==> config.mk <==
export PLATFORM = sky130hd
export DESIGN_NAME = fwd_interlock_unit
export DESIGN_NICKNAME = d
export VERILOG_FILES = /design/src/rtl/fwd_pkg.sv /design/src/rtl/fwd_decode.sv /design/src/rtl/fwd_slot_pipe.sv /design/src/rtl/fwd_select.sv /design/src/rtl/fwd_interlock.sv /design/src/rtl/fwd_interlock_unit.sv
export SDC_FILE = /design/constraint.sdc
export NUM_CORES = 1
export LEC_CHECK = 0
export BUFFER_PORTS_ARGS = -buffer_cell sky130_fd_sc_hd__clkbuf_2
export CAP_MARGIN = 20
export CORE_ASPECT_RATIO = 0.7
export CORE_MARGIN = 2
export CORE_UTILIZATION = 48
export CTS_CLUSTER_DIAMETER = 40
export DETAILED_ROUTE_END_ITERATION = 6
export PLACE_DENSITY = 0.76
export SLEW_MARGIN = 20
export SYNTH_ARGS = -nofsm -noshare
export SYNTH_HDL_FRONTEND = slang
export SYNTH_SLANG_ARGS = --single-unit
==> constraint.sdc <==
create_clock -name clk -period 1.4 [get_ports clk]
set_input_delay 0.07 -clock clk [delete_from_list [all_inputs] [get_ports clk]]
set_output_delay 0.07 -clock clk [all_outputs]
set_load 0.005 [all_outputs]
==> src/rtl/fwd_pkg.sv <==
// Shared constants and types for the forwarding and interlock unit.
// Assumes a three-slot control pipe (ID/EX, EX/MEM, MEM/WB) and three
// forwarded operands per instruction in execute.
package fwd_pkg;

    localparam int KIND_W = 3;
    localparam int SEL_W  = 2;
    localparam int NSTAGE = 3;
    localparam int NOPND  = 3;

    // Slot indices inside the control pipe
    localparam int ST_EX  = 0;
    localparam int ST_MEM = 1;
    localparam int ST_WB  = 2;

    // Operand indices
    localparam int OP_A  = 0;
    localparam int OP_B  = 1;
    localparam int OP_ST = 2;

    typedef enum logic [KIND_W-1:0] {
        K_NOP   = 3'd0,
        K_RR    = 3'd1,
        K_RI    = 3'd2,
        K_LOAD  = 3'd3,
        K_STORE = 3'd4
    } ikind_e;

    typedef enum logic [SEL_W-1:0] {
        SEL_RF       = 2'd0,
        SEL_EXM_ALU  = 2'd1,
        SEL_MWB_ALU  = 2'd2,
        SEL_MWB_LOAD = 2'd3
    } fsel_e;

    typedef struct packed {
        logic reg_we;
        logic mem_we;
        logic is_load;
        logic use_rs;
        logic use_rt_alu;
        logic use_rt_st;
    } slot_flags_t;

endpackage

==> src/rtl/fwd_decode.sv <==
// Turns the kind code of the decode-stage instruction into control flags
// and a destination register. Assumes kind codes outside the enum are no-ops.
module fwd_decode
    import fwd_pkg::*;
#(
    parameter int REG_AW = 5
) (
    input  logic [KIND_W-1:0] kind_raw,
    input  logic [REG_AW-1:0] rt,
    input  logic [REG_AW-1:0] rd,
    output slot_flags_t       flags,
    output logic [REG_AW-1:0] dest
);

    // Map kind to write enables, operand usage and destination field
    always_comb begin
        flags = '0;
        dest  = '0;
        case (ikind_e'(kind_raw))
            K_RR: begin
                flags.reg_we     = 1'b1;
                flags.use_rs     = 1'b1;
                flags.use_rt_alu = 1'b1;
                dest             = rd;
            end
            K_RI: begin
                flags.reg_we = 1'b1;
                flags.use_rs = 1'b1;
                dest         = rt;
            end
            K_LOAD: begin
                flags.reg_we  = 1'b1;
                flags.is_load = 1'b1;
                flags.use_rs  = 1'b1;
                dest          = rt;
            end
            K_STORE: begin
                flags.mem_we    = 1'b1;
                flags.use_rs    = 1'b1;
                flags.use_rt_st = 1'b1;
            end
            default: begin
                flags = '0;
                dest  = '0;
            end
        endcase
    end

endmodule

==> src/rtl/fwd_slot_pipe.sv <==
// Control slots for ID/EX, EX/MEM and MEM/WB. Slot 0 loads the decoded
// instruction or, when bubble is set, a copy with every enable and usage
// flag cleared. Later slots always advance. Synchronous active-low reset.
module fwd_slot_pipe
    import fwd_pkg::*;
#(
    parameter int REG_AW = 5,
    parameter int DEPTH  = NSTAGE
) (
    input  logic              clk,
    input  logic              rst_n,
    input  logic              bubble,
    input  slot_flags_t       in_flags,
    input  logic [REG_AW-1:0] in_rs,
    input  logic [REG_AW-1:0] in_rt,
    input  logic [REG_AW-1:0] in_dst,
    output slot_flags_t       flg_q [DEPTH],
    output logic [REG_AW-1:0] rs_q  [DEPTH],
    output logic [REG_AW-1:0] rt_q  [DEPTH],
    output logic [REG_AW-1:0] dst_q [DEPTH]
);

    // Entry slot: capture decode or insert a bubble that saves nothing
    always_ff @(posedge clk) begin
        if (!rst_n) begin
            flg_q[0] <= '0;
            rs_q[0]  <= '0;
            rt_q[0]  <= '0;
            dst_q[0] <= '0;
        end else begin
            flg_q[0] <= bubble ? slot_flags_t'('0) : in_flags;
            rs_q[0]  <= in_rs;
            rt_q[0]  <= in_rt;
            dst_q[0] <= in_dst;
        end
    end

    // Later slots: unconditional advance from the previous slot
    for (genvar s = 1; s < DEPTH; s++) begin : g_adv
        always_ff @(posedge clk) begin
            if (!rst_n) begin
                flg_q[s] <= '0;
                rs_q[s]  <= '0;
                rt_q[s]  <= '0;
                dst_q[s] <= '0;
            end else begin
                flg_q[s] <= flg_q[s-1];
                rs_q[s]  <= rs_q[s-1];
                rt_q[s]  <= rt_q[s-1];
                dst_q[s] <= dst_q[s-1];
            end
        end
    end

endmodule

==> src/rtl/fwd_select.sv <==
// Source select for one operand of the instruction in execute. The younger
// EX/MEM slot wins. A load in EX/MEM shadows older results and yields the
// register-file code. Register 0 never matches.
module fwd_select
    import fwd_pkg::*;
#(
    parameter int REG_AW = 5
) (
    input  logic              use_src,
    input  logic [REG_AW-1:0] src,
    input  slot_flags_t       exm_flags,
    input  logic [REG_AW-1:0] exm_dst,
    input  slot_flags_t       mwb_flags,
    input  logic [REG_AW-1:0] mwb_dst,
    output logic [SEL_W-1:0]  sel
);

    logic exm_hit;
    logic mwb_hit;

    // Compare the source against both later destinations
    always_comb begin
        exm_hit = use_src && exm_flags.reg_we && (exm_dst != '0) && (exm_dst == src);
        mwb_hit = use_src && mwb_flags.reg_we && (mwb_dst != '0) && (mwb_dst == src);
    end

    // Encode the select with younger-first priority
    always_comb begin
        if (exm_hit) begin
            sel = exm_flags.is_load ? SEL_RF : SEL_EXM_ALU;
        end else if (mwb_hit) begin
            sel = mwb_flags.is_load ? SEL_MWB_LOAD : SEL_MWB_ALU;
        end else begin
            sel = SEL_RF;
        end
    end

endmodule

==> src/rtl/fwd_interlock.sv <==
// Load-use detector. Raises hold when a load in execute writes a register
// that the decode instruction needs in execute (rs, or rt of a
// register-register op). Store data through rt is served later and
// does not hold.
module fwd_interlock
    import fwd_pkg::*;
#(
    parameter int REG_AW = 5
) (
    input  slot_flags_t       id_flags,
    input  logic [REG_AW-1:0] id_rs,
    input  logic [REG_AW-1:0] id_rt,
    input  slot_flags_t       ex_flags,
    input  logic [REG_AW-1:0] ex_dst,
    output logic              hold
);

    logic ld_live;
    logic rs_dep;
    logic rt_dep;

    // Detect a live load and a dependent read in decode
    always_comb begin
        ld_live = ex_flags.is_load && ex_flags.reg_we && (ex_dst != '0);
        rs_dep  = id_flags.use_rs && (id_rs == ex_dst);
        rt_dep  = id_flags.use_rt_alu && (id_rt == ex_dst);
        hold    = ld_live && (rs_dep || rt_dep);
    end

endmodule

==> src/rtl/fwd_interlock_unit.sv <==
// Top of the forwarding and interlock unit. Decodes the decode-stage
// instruction, keeps control slots for the three later pipeline registers,
// produces operand selects and the late store-data select, and holds the
// front of the pipe for one cycle on a load-use dependency. Assumes the
// surrounding pipeline keeps the decode instruction steady while front_hold
// is high.
module fwd_interlock_unit
    import fwd_pkg::*;
#(
    parameter int REG_AW = 5
) (
    input  logic              clk,
    input  logic              rst_n,
    input  logic [KIND_W-1:0] id_kind,
    input  logic [REG_AW-1:0] id_rs,
    input  logic [REG_AW-1:0] id_rt,
    input  logic [REG_AW-1:0] id_rd,
    output logic              front_hold,
    output logic [SEL_W-1:0]  ex_sel_a,
    output logic [SEL_W-1:0]  ex_sel_b,
    output logic [SEL_W-1:0]  ex_sel_st,
    output logic              mem_st_from_load,
    output logic              ex_reg_we,
    output logic              ex_mem_we,
    output logic              mem_reg_we,
    output logic              mem_mem_we,
    output logic              wb_reg_we,
    output logic [REG_AW-1:0] wb_dest
);

    slot_flags_t       id_flags;
    logic [REG_AW-1:0] id_dst;

    slot_flags_t       flg_q [NSTAGE];
    logic [REG_AW-1:0] rs_q  [NSTAGE];
    logic [REG_AW-1:0] rt_q  [NSTAGE];
    logic [REG_AW-1:0] dst_q [NSTAGE];

    logic              op_use [NOPND];
    logic [REG_AW-1:0] op_src [NOPND];
    logic [SEL_W-1:0]  op_sel [NOPND];

    fwd_decode #(.REG_AW(REG_AW)) u_dec (
        .kind_raw (id_kind),
        .rt       (id_rt),
        .rd       (id_rd),
        .flags    (id_flags),
        .dest     (id_dst)
    );

    fwd_interlock #(.REG_AW(REG_AW)) u_lock (
        .id_flags (id_flags),
        .id_rs    (id_rs),
        .id_rt    (id_rt),
        .ex_flags (flg_q[ST_EX]),
        .ex_dst   (dst_q[ST_EX]),
        .hold     (front_hold)
    );

    fwd_slot_pipe #(.REG_AW(REG_AW), .DEPTH(NSTAGE)) u_pipe (
        .clk      (clk),
        .rst_n    (rst_n),
        .bubble   (front_hold),
        .in_flags (id_flags),
        .in_rs    (id_rs),
        .in_rt    (id_rt),
        .in_dst   (id_dst),
        .flg_q    (flg_q),
        .rs_q     (rs_q),
        .rt_q     (rt_q),
        .dst_q    (dst_q)
    );

    // Route each execute operand's usage flag and source register
    always_comb begin
        op_use[OP_A]  = flg_q[ST_EX].use_rs;
        op_src[OP_A]  = rs_q[ST_EX];
        op_use[OP_B]  = flg_q[ST_EX].use_rt_alu;
        op_src[OP_B]  = rt_q[ST_EX];
        op_use[OP_ST] = flg_q[ST_EX].use_rt_st;
        op_src[OP_ST] = rt_q[ST_EX];
    end

    for (genvar o = 0; o < NOPND; o++) begin : g_op
        fwd_select #(.REG_AW(REG_AW)) u_sel (
            .use_src   (op_use[o]),
            .src       (op_src[o]),
            .exm_flags (flg_q[ST_MEM]),
            .exm_dst   (dst_q[ST_MEM]),
            .mwb_flags (flg_q[ST_WB]),
            .mwb_dst   (dst_q[ST_WB]),
            .sel       (op_sel[o])
        );
    end

    // Late store-data path from completed load into the memory write port
    always_comb begin
        mem_st_from_load = flg_q[ST_MEM].mem_we && flg_q[ST_MEM].use_rt_st
                        && flg_q[ST_WB].is_load && flg_q[ST_WB].reg_we
                        && (dst_q[ST_WB] != '0) && (dst_q[ST_WB] == rt_q[ST_MEM]);
    end

    // Drive selects and per-stage enables to the datapath
    always_comb begin
        ex_sel_a   = op_sel[OP_A];
        ex_sel_b   = op_sel[OP_B];
        ex_sel_st  = op_sel[OP_ST];
        ex_reg_we  = flg_q[ST_EX].reg_we;
        ex_mem_we  = flg_q[ST_EX].mem_we;
        mem_reg_we = flg_q[ST_MEM].reg_we;
        mem_mem_we = flg_q[ST_MEM].mem_we;
        wb_reg_we  = flg_q[ST_WB].reg_we;
        wb_dest    = dst_q[ST_WB];
    end

endmodule

# == Word-level counts from Yosys, hierarchy flattened ==
# Cells that the tools add are included.
# op_classes
n_eq_ne,11
mux,14
bitwise_logic,1
n_reduce_logical,35
# op_table
operator,count
$eq 5x5->1,7
$logic_and 1x1->1,27
$reduce_bool 5->1,3
$mux 2,6
$pmux 5 s2,1
$mux 1,7
$eq 3x2->1 const B,2
$reduce_or 2->1,2
$reduce_or 4->1,1
$eq 3x1->1 const B,1
$eq 3x3->1 const B,1
$reduce_or 3->1,1
$logic_or 1x1->1,1
$not 1->1,1
# totals
regBits,40
out_inout_bits,18
word_cells,77

# == Longest topological paths before layout ==
# Gate-level depths: netlist (run 1).
# logic_depth
depth_word,7
mapped_depth,6
mapped_depth_nobuf,5

# == Cells and area by module ==
# Synthesis (run 1) repeated with hierarchy kept, for this count alone.
# unflattened
cells_unflattened,245
area_unflattened_um2,2586.2
# by_module_without_submodules
module,n_inst,cells_each,area_per_inst_um2,seq_area_each_um2
fwd_slot_pipe,1,132,1712.9,1261.2
fwd_select,3,24,181.4,0.0
fwd_interlock,1,17,135.1,0.0
fwd_decode,1,14,113.9,0.0
fwd_interlock_unit,1,10,80.1,0.0

# == Worst setup path before layout (run 1) ==
# OpenSTA, ideal clock, no wires.
# synth_path
kind,register to output
startpoint,register u_pipe.dst_q[1] (netlist name)
endpoint,output ex_sel_b[0]
t_arrival_ns,1.418
t_required_ns,1.330
setup_slack_ns,-0.088
stages_incl_launch_ff,6
n_path_buf,0
path_cell_list,dfxtp_1 or4_1 o211a_1 nand4_1 mux2i_1 and2_1
# synth_between
elab_chain_cells,5
# synth_rtl
element,line,source
"start, declared",fwd_slot_pipe.sv:20,output logic [REG_AW-1:0] dst_q [DEPTH]
"start signal, assigned by index",fwd_slot_pipe.sv:50,dst_q[s] <= dst_q[s-1];
$reduce_bool 5->1,fwd_select.sv:24,mwb_hit = use_src && mwb_flags.reg_we && (mwb_dst != '0) && (mwb_dst == src);
$logic_and 1x1->1,fwd_select.sv:24,
$logic_and 1x1->1 (*),fwd_select.sv:24,
$mux 2 (*),fwd_select.sv:31,end else if (mwb_hit) begin
$mux 2 (*),fwd_select.sv:29,if (exm_hit) begin
"end, declared",fwd_interlock_unit.sv:20,"output logic [SEL_W-1:0] ex_sel_b,"
# Every way passes the cells marked *; elsewhere a longest branch is shown, timed or not.

# == Worst setup path after layout (run 1) ==
# layout_path
startpoint,register u_pipe.dst_q[4] (netlist name)
endpoint,output ex_sel_st[0]
# layout_between
elab_chain_cells,5
# layout_rtl
element,line,source
$reduce_bool 5->1,fwd_select.sv:24,
$logic_and 1x1->1,fwd_select.sv:24,
$logic_and 1x1->1 (*),fwd_select.sv:24,
$mux 2 (*),fwd_select.sv:31,
$mux 2 (*),fwd_select.sv:29,
"end, declared",fwd_interlock_unit.sv:21,"output logic [SEL_W-1:0] ex_sel_st,"
# Marked as above.

==> impl_summary.md, run 1 <==
Outcome
The flow ran to the end, but the final reports show violations. The checks that failed: negative setup slack.

Global route
The aggregate global-route resource usage is 0.202. The most used routing layer in global routing is met2. The via count of the first global-routing pass was 1299.

The met2 track utilization from global routing is 0.352. The number of antenna violations at the first check in global routing came to 0. After global routing the overflow that remains totals 0.

Entering global routing, the biggest net connects 35 pins. For met1 alone, demand over resource in global routing was 0.241. The first global-routing pass estimated between 5000 and 6000 um of wire. The met3 track demand over resource in global routing is 0.0449.

Worst hold path
The class of the tightest hold or removal check is in2reg. For hold timing, the worst endpoint is u_pipe.rs_q[13]. The cell count of the worst hold path is 2. The start point of the worst hold path is id_rs[3].

CTS
TritonCTS built the clock tree. Counting every sink on the clock net gives 40. The number of clock buffers added by TritonCTS is 5. No sink is reached through more buffers than the 2 on the longest clock path.

The H-tree generated during clock tree synthesis spans 2 levels. The number of buffers inserted by hold repair at cts is 0. The clock transition at the register clock pins on the worst setup and hold paths after CTS is roughly 80 ps. The buffer cell driving the clock tree root is clkbuf_8.

The clock latency reported for the late side of the worst-skew pair is 290 ps.

Flow run
The number of maximum-capacitance violations is 0.

Synthesis
For this run, the number of Yosys warnings is 0. The number of instances in the synthesized netlist is 171. The sequential element share of the synthesized area is 0.466. A synthesized cell averages 10.0 sq um.

The distinct cell type count after synthesis is 30. The synthesized net count is roughly 190. The post-synthesis instance area is about 1700 sq um. In this run, synthesis produced a sequential element count of 40.

Finish
In the layout the commonest cells are and2_1, clkbuf_2, dfxtp_1. The layout cell share with drive strength beyond 1 is 0.428. The most common cell after layout, fill and taps aside is and2_1. Once layout is complete, the utilization of the core stands at 0.696.

The number of antenna diodes in the final layout is 0. The final layout contains 255 nets. The area growth from synthesis to layout is 40.5%.

Drt
In the routed design, unresolved DRC markers number 0. The via-per-instance ratio is 4.72. The routed via count is around 1300. The total routed wirelength is just under 4000 um. The initial DRC count is 37. In the final routed layout, each cell accounts on average for 13.5 um. The detail route stage leaves a number of antenna-violating nets equal to 0. The pre-antenna-repair detailed-routing pass consisted of 4 iterations.

Placement
The routability congestion estimate from global placement is roughly 0.86. The quantity of I/O buffers inserted on ports is 37. The wire-length estimate of the detail-placed layout is approximately 2600 um. The post-placement setup slack is -233 ps.

Power
The internal power of the cells totals about 1900 uW. The share of total power dissipated in combinational logic is 0.115. The power share of the clock group is 0.398. The fraction of power consumed by sequential logic is 0.487.

The maximum ir drop on the vdd rail is between 500 and 600 uV. The power after layout is around 2500 uW. The analysis attributes to net switching a power of between 500 and 600 uW. Of the total power, the share spent switching nets is 0.232. The leakage dissipation is between 0.001 and 0.0015 uW. In this run the power density over the cells is between 1000 and 1500 nW/um^2.

STA
For this run, the top clock speed supported by timing is 0.523 GHz. The number of pins with negative max-slew slack in the final report was 0. In the final timing run, aggregate negative setup slack is -3770 ps.

Subtracting the final worst setup slack from the clock period gives ~1900 ps. The worst-case setup margin in the final layout is -511 ps. Setup repair after global routing could not meet its margin everywhere. The number of hold violations in the final report is 0. The final clock skew is just under 3 ps. The measured slew at the worst slew-check pin is 325 ps. Dividing the final minimum period by the clock period gives 1.36. The setup violation total in the final timing report is 13. The tightest slew margin relative to the limit is 0.783.

Worst setup path
The worst register-to-register path has a setup slack of -90 ps. The critical path is of the reg2out type. The cell count of the worst reg-to-reg path is 4. The required arrival time at the worst endpoint is approximately 1300 ps.

The capture point of the worst reg-to-reg path is u_pipe.flg_q[14]. The kind of launch point of the worst setup path is a register. The largest fanout on the critical path is 3.

STA classifies the critical path endpoint as an output port. The beginning of the critical path is u_pipe.dst_q[4]. The arrival time at the worst endpoint is approximately 1800 ps. The startpoint of the lowest-slack register-to-register path is u_pipe.dst_q[13].

Floorplan
The initial utilization of the core area, before any placement, comes to 0.495. The initialized floorplan defines 18 standard-cell rows. The number of I/O pins is 38. The overall die area is around 4100 sq um.

The area of the core region is roughly 3500 sq um. The overall die width is about 76 um. The die is 54.1 um tall.
## worst max path at each step
stage | to | slack (ps) | cells past startpoint
after floorplan | ex_sel_b[0] | -50 | 5
after global placement | ex_sel_st[0] | -160 | 6
after detailed placement | ex_sel_st[0] | -230 | 6
after CTS | ex_sel_st[0] | -490 | 6
after global routing | ex_sel_st[0] | -570 | 6
final | ex_sel_st[0] | -510 | 6
## stage by stage
stage,std cells,hold slack [ps],instance area (sq um)
finish,286,11.6,2410
global route,286,13.8,2410
CTS,286,4.51,2340
detailed placement,273,309,2100
global placement,273,302,2100
floorplan,171,192,1720
## Yosys cell counts (all sizes together)
cell / number / area share
a22oi: 5 / 0.022
and2: 34 / 0.12
and3: 1 / 0.0036
and4: 3 / 0.016
buf: 5 / 0.022
clkbuf: 4 / 0.0087
dfxtp: 40 / 0.47
inv: 1 / 0.0022
mux2i: 2 / 0.012
nand2: 1 / 0.0022
nand2b: 1 / 0.0036
nand3: 3 / 0.0087
nand4: 6 / 0.022
nand4b: 1 / 0.0051
nor2: 10 / 0.023
nor2b: 2 / 0.0073
nor3: 2 / 0.0058
nor3b: 2 / 0.0087
nor4: 4 / 0.018
o2111ai: 1 / 0.0087
o211a: 1 / 0.0058
o21ai: 2 / 0.0058
o22ai: 1 / 0.0036
or3: 1 / 0.0036
or4: 3 / 0.013
xnor2: 17 / 0.087
xor2: 18 / 0.092
## power groups by stage
stage          sequential (uW)  combinational [uW]  clock (uW)
2_1_floorplan             1240                 130           0
3_3_place_gp              1240                 229           0
3_5_place_dp              1240                 235           0
4_1_cts                   1210                 268         999
5_1_grt                   1220                 312        1040
6_report                  1210                 286         989
## critical path: stages (launching register included)
cell	delay [ps]
dfxtp_2	330
or4_4	550
o211a_4	260
nand4_1	80
mux2i_1	80
and2_1	140
buf_2	120
## per-layer routing
metal / part of all wire / wire length [um]
met1: 0.45 / 1750
met2: 0.49 / 1890
met3: 0.042 / 162
met4: 0.019 / 72
met5: 0 / 0
## kinds of logic (layout without fill, tap and decap cells)
group | after synthesis | after routing | synth area share
compound gates | 10 | 10 | 0.0459
xor+xnor | 35 | 35 | 0.178
buf+inv | 10 | 75 | 0.0328
flops | 40 | 40 | 0.466
mux | 2 | 2 | 0.0117
simple gates | 74 | 74 | 0.265
## registers in the layout, indices dropped and copies added (netlist names)
signal,cells
u_pipe.rt_q,10
u_pipe.dst_q,15
u_pipe.flg_q,10
u_pipe.rs_q,5
## cell type report
type                    instances  area, sq um
clock buffers                   6         82.6
clock inverters                 2         38.8
fillers                       288         1050
inverters                       1         3.75
multi-input cells             121          986
flip-flops and latches         40          815
well taps                      50         62.6
repair buffers                 66          425
## repair_timing
item | CTS | global route
resized for setup | 18 | 19
endpoints found under the setup margin | 13 | 13
setup buffers | 5 | 0
pin swaps | 12 | 9
No activity file was read; power rests on OpenSTA's default activity.
==> run 2, diff against run 1 <==
--- a/config.mk
+++ b/config.mk
@@ -12,7 +12,7 @@
 export CORE_UTILIZATION = 48
 export CTS_CLUSTER_DIAMETER = 40
 export DETAILED_ROUTE_END_ITERATION = 6
-export PLACE_DENSITY = 0.76
+export PLACE_DENSITY = 0.82
 export SLEW_MARGIN = 20
 export SYNTH_ARGS = -nofsm -noshare
 export SYNTH_HDL_FRONTEND = slang
==> run 2 against run 1 <==
  * The run still ends with negative setup slack left
  * Largest cell class unchanged
  * Non-clock buffer count down 2
  * Critical path depth unchanged
  * Register-to-register slack worse by 30 ps
  * Clock-buffer cell count unchanged
  * Total power down 3.6%
  * Clock skew up 2.5 ps
  * First-iteration DRC count down 2.7%
  * Sequential cell count unchanged
==> impl_summary.md, run 2 (same netlist as run 1, synthesis figures left out) <==
STA
The worst-case setup margin in the final layout is -508 ps. The final period utilization is 1.36. The measured slew at the worst slew-check pin is roughly 320 ps. The final clock skew is approximately 5.4 ps. The setup violation total in the final timing report is 13. The highest attainable clock frequency is between 0.5 and 0.6 GHz.

The number of pins with negative max-slew slack in the final report is 0. The tightest slew margin relative to the limit is 0.783. Setup repair after global routing could not meet its margin everywhere. After routing, the total negative slack on setup checks comes to -3850 ps. The post-route minimum period is 1910 ps. The number of hold violations in the final report is 0.

Worst hold path
The path class of the tightest hold or removal check is in2reg.

Floorplan
The initial core utilization is 0.495. Pin placement for this block handled 38 I/O pins. The overall die area is 4080 sq um. The overall die width is ~76 um. The placement row count is 18. The region available for standard cell placement spans ~3500 sq um. In this run the vertical extent of the chip is between 50 and 60 um.

Drt
Dividing the detail-routed via count by the number of cells gives 4.73. Summing over every cut layer, the via total after detailed routing is around 1300. The total routed wirelength is ~3700 um. The first detailed-routing pass took 4 iterations. After detailed routing, the average wire length per cell comes to roughly 13 um.

After the first detailed-routing iteration, the DRC count stood at 36. In the routed design, unresolved DRC markers number 0. The count of nets left with antenna violations after detail routing is 0.

Worst setup path
The largest fanout on the critical path is 3. The required arrival time at the worst endpoint is 1330 ps. The critical-path cell with the highest stage delay is or4_4. The critical path in this run is classified as reg2out. The arrival time at the worst endpoint is about 1800 ps. For this run, the slowest stage of the critical path takes roughly 540 ps.

The worst setup path is launched from a register. Traced cell by cell, the critical path runs through or4_4 -> o211a_4 -> nand4_1 -> mux2i_1 -> and2_1 -> buf_2. Grouping stages by cell kind, the critical path spends the most delay in simple AND/OR/NAND/NOR gates. The worst setup path is captured at an output port.

Together, buffers and inverters on the worst path number 1.

Finish
The largest register by flop count is u_pipe.dst_q. In the final layout, the registers with the most flip-flops are u_pipe.dst_q (15), u_pipe.flg_q (10), u_pipe.rt_q (10). In the layout the commonest cells are and2_1, clkbuf_2, dfxtp_1. The number of filler cells placed in the layout is approximately 290. The repair_antennas step left the layout with diodes totalling 0.

The area growth from synthesis to layout is 39.6%. The cell area after layout is approximately 2400 sq um. The register with the most flip-flops in the layout has 15 of them.

The total area of multi-input combinational cells is 995 sq um. At the end of the flow, the number of nets in the layout was ~250. The layout cell share with drive strength beyond 1 is 0.444. Leaving out fill and tap cells, the most frequent cell in the layout is and2_1. In the final layout, flip-flops and latches occupy around 820 sq um.

Power
The power after layout is ~2400 uW. The internal power of the cells totals between 1500 and 2000 uW. The worst-case IR drop observed on VDD is 598 uV.

The fraction of power consumed by sequential logic is 0.507. The part of the power in combinational logic is 0.117. The fraction of power spent switching nets is 0.226.

Summed over all cells, the static leakage comes to 0.00111 uW. For this design the total switching power over the nets is around 540 uW. For this design the ratio of total power to cell area is roughly 1000 nW/um^2.

The power share of the clock group is 0.376.

CTS
The clock transition at the register clock pins on the worst setup and hold paths after CTS is roughly 80 ps. In this run, CTS created clock tree buffers numbering 5. At the later pin of the worst-skew pair, clock insertion delay measures around 280 ps.

The number of buffers inserted by hold repair at cts is 0. The TritonCTS sink count is 40. The buffer cell driving the clock tree root is clkbuf_8. The worst-case clock buffer depth is 2. The H-tree generated during clock tree synthesis spans 2 levels. The clock tree from TritonCTS is built.

Global route
In the global route stage, overall resource usage came out at 0.191. The first-pass GRT wire length is 5520 um. The maximum number of pins on one net before global-route repair is 35.

The number of antenna violations at the first check in global routing is 0. The leftover overflow at the end of global routing is 0. The via count of the first global-routing pass is 1211.

Placement
Summing all placed instances gives a cell area of approximately 2100 sq um. The placed wire-length estimate is 2660 um. The routability congestion estimate from global placement is 0.873. The quantity of I/O buffers inserted on ports is 37.

Flow run
The number of maximum-capacitance violations is 0.

Outcome
The run finished, with violations left. The checks that failed: negative setup slack.
[run 2: area by class of cell]
type                    instances  share of cell area
well taps                      50              0.0261
clock buffers                   6              0.0303
inverters                       1             0.00156
multi-input cells             121               0.415
flip-flops and latches         40               0.342
clock inverters                 2              0.0146
repair buffers                 64               0.171
[run 2: power by group through the flow]
stage / registers [uW] / logic [uW] / clock network, uW
floorplan: 1240 / 130 / 0
global placement: 1240 / 225 / 0
detailed placement: 1240 / 232 / 0
CTS: 1210 / 256 / 921
global route: 1220 / 307 / 970
finish: 1220 / 280 / 902
[run 2: worst reg2reg max path, cell delays in order, from the launching register on]
cell and delay, ps:
dfxtp_4 360, or4_4 550, o2111ai_4 210, buf_6 140, and4_1 200
[run 2: worst paths after layout]
path | start | endpoint | slack [ps] | cells past startpoint
setup / recovery | u_pipe.dst_q[4] | ex_sel_st[0] | -510 | 6
hold / removal | id_rs[2] | u_pipe.rs_q[12] | 10 | 2
setup reg to reg | u_pipe.dst_q[10] | u_pipe.flg_q[14] | -120 | 4
hold reg to reg | u_pipe.flg_q[9] | u_pipe.flg_q[3] | 500 | 1
[run 2: what timing repair did]
item | in CTS | in global routing
gates cloned | 0 | 0
pin swaps | 11 | 7
buffers inserted | 4 | 1
resized for setup | 16 | 27
endpoints found under the setup margin | 13 | 13
[run 2: through the flow]
stage | utilization | std cells | worst slack, ps | hold slack (ps)
detailed placement | 0.600 | 271 | -209 | 306
global placement | 0.600 | 271 | -158 | 305
CTS | 0.658 | 283 | -488 | 1.43
finish | 0.692 | 284 | -508 | 11.0
global route | 0.692 | 284 | -586 | 15.4
floorplan | - | 171 | -50.2 | 192
[run 2: routing by layer]
layer / wire length (um) / part of all wire / GRT usage / up-vias
li1: - / - / - / 697
met1: 1660 / 0.45 / 0.231 / 592
met5: 0 / 0 / 0 / -
met4: 52 / 0.014 / 0.0731 / 0
met3: 208 / 0.056 / 0.0506 / 8
met2: 1780 / 0.48 / 0.328 / 47
==> run 3, diff against run 2 <==
--- a/config.mk
+++ b/config.mk
@@ -7,7 +7,7 @@
 export LEC_CHECK = 0
 export BUFFER_PORTS_ARGS = -buffer_cell sky130_fd_sc_hd__clkbuf_2
 export CAP_MARGIN = 20
-export CORE_ASPECT_RATIO = 0.7
+export CORE_ASPECT_RATIO = 1.4
 export CORE_MARGIN = 2
 export CORE_UTILIZATION = 48
 export CTS_CLUSTER_DIAMETER = 40
==> run 3 against run 2 <==
  * The run still ends with negative setup slack left
  * First-iteration DRC count shrank 64%
  * Wire length decreased by 0.97%
  * Worst hold slack worse by 1.3 ps
  * Clock skew rose by 4.1 ps
  * Die area is essentially flat
  * Sequential power about the same
  * Register-to-register slack worse by 50 ps
  * Largest cell class unchanged
  * Largest power group unchanged
==> impl_summary.md, run 3 (same netlist as run 1, synthesis figures left out) <==
Floorplan
The number of I/O pins is 38. The floorplan step set the die height to around 75 um. For this configuration, the core starts out at a cell density of 0.504. The placement row count is 25. The overall die area is just over 4000 sq um. In this run the horizontal extent of the chip is between 50 and 60 um.

In this run the standard cell core region covers about 3400 sq um.

Finish
The largest register by flop count is u_pipe.dst_q. The register area is a little over 800 sq um. The final instance count without filler cells is approximately 280. The multi-input combinational cells in the finished layout cover a total of approximately 960 sq um. The cell area after layout is around 2400 sq um.

The layout cell share with drive strength beyond 1 is 0.397. The final net count is 256. The largest registers in the layout are u_pipe.dst_q (15), u_pipe.flg_q (10), u_pipe.rt_q (10). Leaving out fill and tap cells, the most frequent cells in the layout are and2_1, clkbuf_2, dfxtp_1. The register with the most flip-flops in the layout has 15 of them.

From synthesis to final layout, the design area changed by 37.6%. The antenna diode count is 0. The number of filler cells placed in the layout is 268.

STA
The final period utilization is 1.36. The final clock skew is 9.54 ps. The number of hold violations in the final report is 0. Setup repair after global routing could not meet its margin everywhere. The measured slew at the worst slew-check pin is between 300 and 400 ps. The number of pins with negative max-slew slack in the final report is 0. The worst pin sits at a relative slew slack of 0.752.

After layout, the minimum clock period comes to about 1900 ps. Final hold analysis gives a worst-case slack of between 9 and 10 ps. The worst-case setup margin in the final layout is -504 ps. The highest attainable clock frequency is 0.525 GHz. The setup violation total in the final timing report is 12.

The setup TNS is -4000 ps.

Outcome
The final reports fail on negative setup slack. The flow ran to the end, but the final reports show violations.

Worst setup path
The critical path is of the reg2out type. The endpoint identified for the worst register-to-register timing path is u_pipe.flg_q[16]. The worst setup path is captured at an output port. The cell count of the worst reg-to-reg path is 5. STA puts the critical path data arrival time at roughly 1800 ps. The required arrival time at the worst endpoint is between 1000 and 1500 ps.

The setup check on the worst reg-to-reg path leaves a slack of -170 ps. The critical-path cell with the highest stage delay is or4_4. The kind of launch point of the worst setup path is a register. The worst register-to-register path begins at u_pipe.dst_q[14]. The worst stage delay on the critical path is ~530 ps. The largest fanout on the critical path is 3. The critical path goes through or4_4 -> o211a_1 -> nand4_1 -> mux2i_1 -> and2_1 -> clkbuf_2.

Drt
The total routed wirelength is roughly 3700 um. The iteration count of the initial detailed-routing pass is 4. Once detail routing completed, the nets flagged for antenna violations numbered 0. In the final routed layout, each cell accounts on average for about 13 um. The DRC violations left is 0. The initial DRC count is 13. The routed via count is approximately 1400.

After detailed routing, the number of vias per cell comes to ~5.0.

Placement
The congestion estimate from routability-driven global placement came to approximately 0.94. During placement, the flow inserted port buffers numbering 37. The post-detailed-placement cell area is about 2100 sq um.

The number of placed instances, taps included, is 261. The placed wire-length estimate is approximately 2700 um.

Worst hold path
The class of the tightest hold or removal check is in2reg. The sink of the worst hold path is u_pipe.dst_q[13]. The cell count of the worst hold path is 3.

The start point of the worst hold path is id_rd[3].

Global route
The maximum number of pins on one net before global-route repair is 31. The number of antenna violations at the first check in global routing came to 0. The via count of the first global-routing pass was roughly 1300.

The first global-routing pass estimated 5870 um of wire. In the global route stage, overall resource usage came out at 0.206. Summed over all layers, the global routing overflow is 0.

CTS
The clock tree from TritonCTS is built. Counting the buffers created by CTS gives 5. The later pin in the worst-skew pair is clocked with a latency of about 300 ps.

The buffer cell driving the clock tree root is clkbuf_8. After clock tree synthesis, the clock-pin slew on the worst setup and hold paths is ~80 ps. The TritonCTS sink count is 40.

The clock tree synthesis step divided the H-tree into 2 levels. The worst-case clock buffer depth is 2.

Power
The maximum ir drop on the vdd rail is approximately 800 uV. For this design the static power due to leakage is roughly 0.0011 uW. Power spread over the standard cell area amounts to between 900 and 1000 nW/um^2.

Flow run
The tool flagged a number of max-cap violations equal to 0.
==> run 3: timing repair <==
action,CTS,global route
endpoints found under the setup margin,13,13
resized for setup,15,19
endpoints found under the hold margin,5,0
pin swaps,9,11
setup buffers,0,3
cloned,0,0
hold buffers,5,0
==> run 3: worst max path at each step <==
stage	startpoint	end	slack [ps]	cells past startpoint
2_1_floorplan	u_pipe.dst_q[4]	ex_sel_b[0]	-50	5
3_3_place_gp	u_pipe.dst_q[4]	ex_sel_st[0]	-190	6
3_5_place_dp	u_pipe.dst_q[7]	ex_sel_st[1]	-220	6
4_1_cts	u_pipe.dst_q[4]	ex_sel_b[0]	-500	6
5_1_grt	u_pipe.dst_q[4]	ex_sel_b[0]	-570	6
6_report	u_pipe.dst_q[4]	ex_sel_st[0]	-500	6
==> run 3: layout make-up <==
type	instances	area share
multi-input combinational	121	0.406
sequential	40	0.347
timing repair buffer	67	0.186
clock buffer	6	0.0307
tap	40	0.0212
clock inverter	2	0.00688
inverter	1	0.00159
==> run 3: report_power, final <==
group          switching, uW  internal, uW
registers               35.0          1180
clock network            408           354
logic                    128           152
total                    571          1680
==> run 3: metal layers <==
layer,vias up,wire length (um),GRT usage
met5,-,0,0
met1,627,1330,0.209
met4,0,110,0.117
met3,10,162,0.0595
met2,46,2050,0.364
li1,703,-,-
==> run 3: critical path, delay by kind of cell, from the launching register on <==
kind,cells,cell delay (ps)
compound gates,1,260
mux,1,80
flops,1,320
simple gates,3,770
buf+inv,1,100
==> run 3: per-stage QoR <==
| step | setup WS, ps | total power, uW | util |
|---|---|---|---|
| floorplan | -50.2 | 1370 | - |
| global placement | -188 | 1460 | 0.607 |
| detailed placement | -218 | 1470 | 0.607 |
| CTS | -504 | 2250 | 0.668 |
| global route | -573 | 2360 | 0.693 |
| finish | -504 | 2250 | 0.693 |
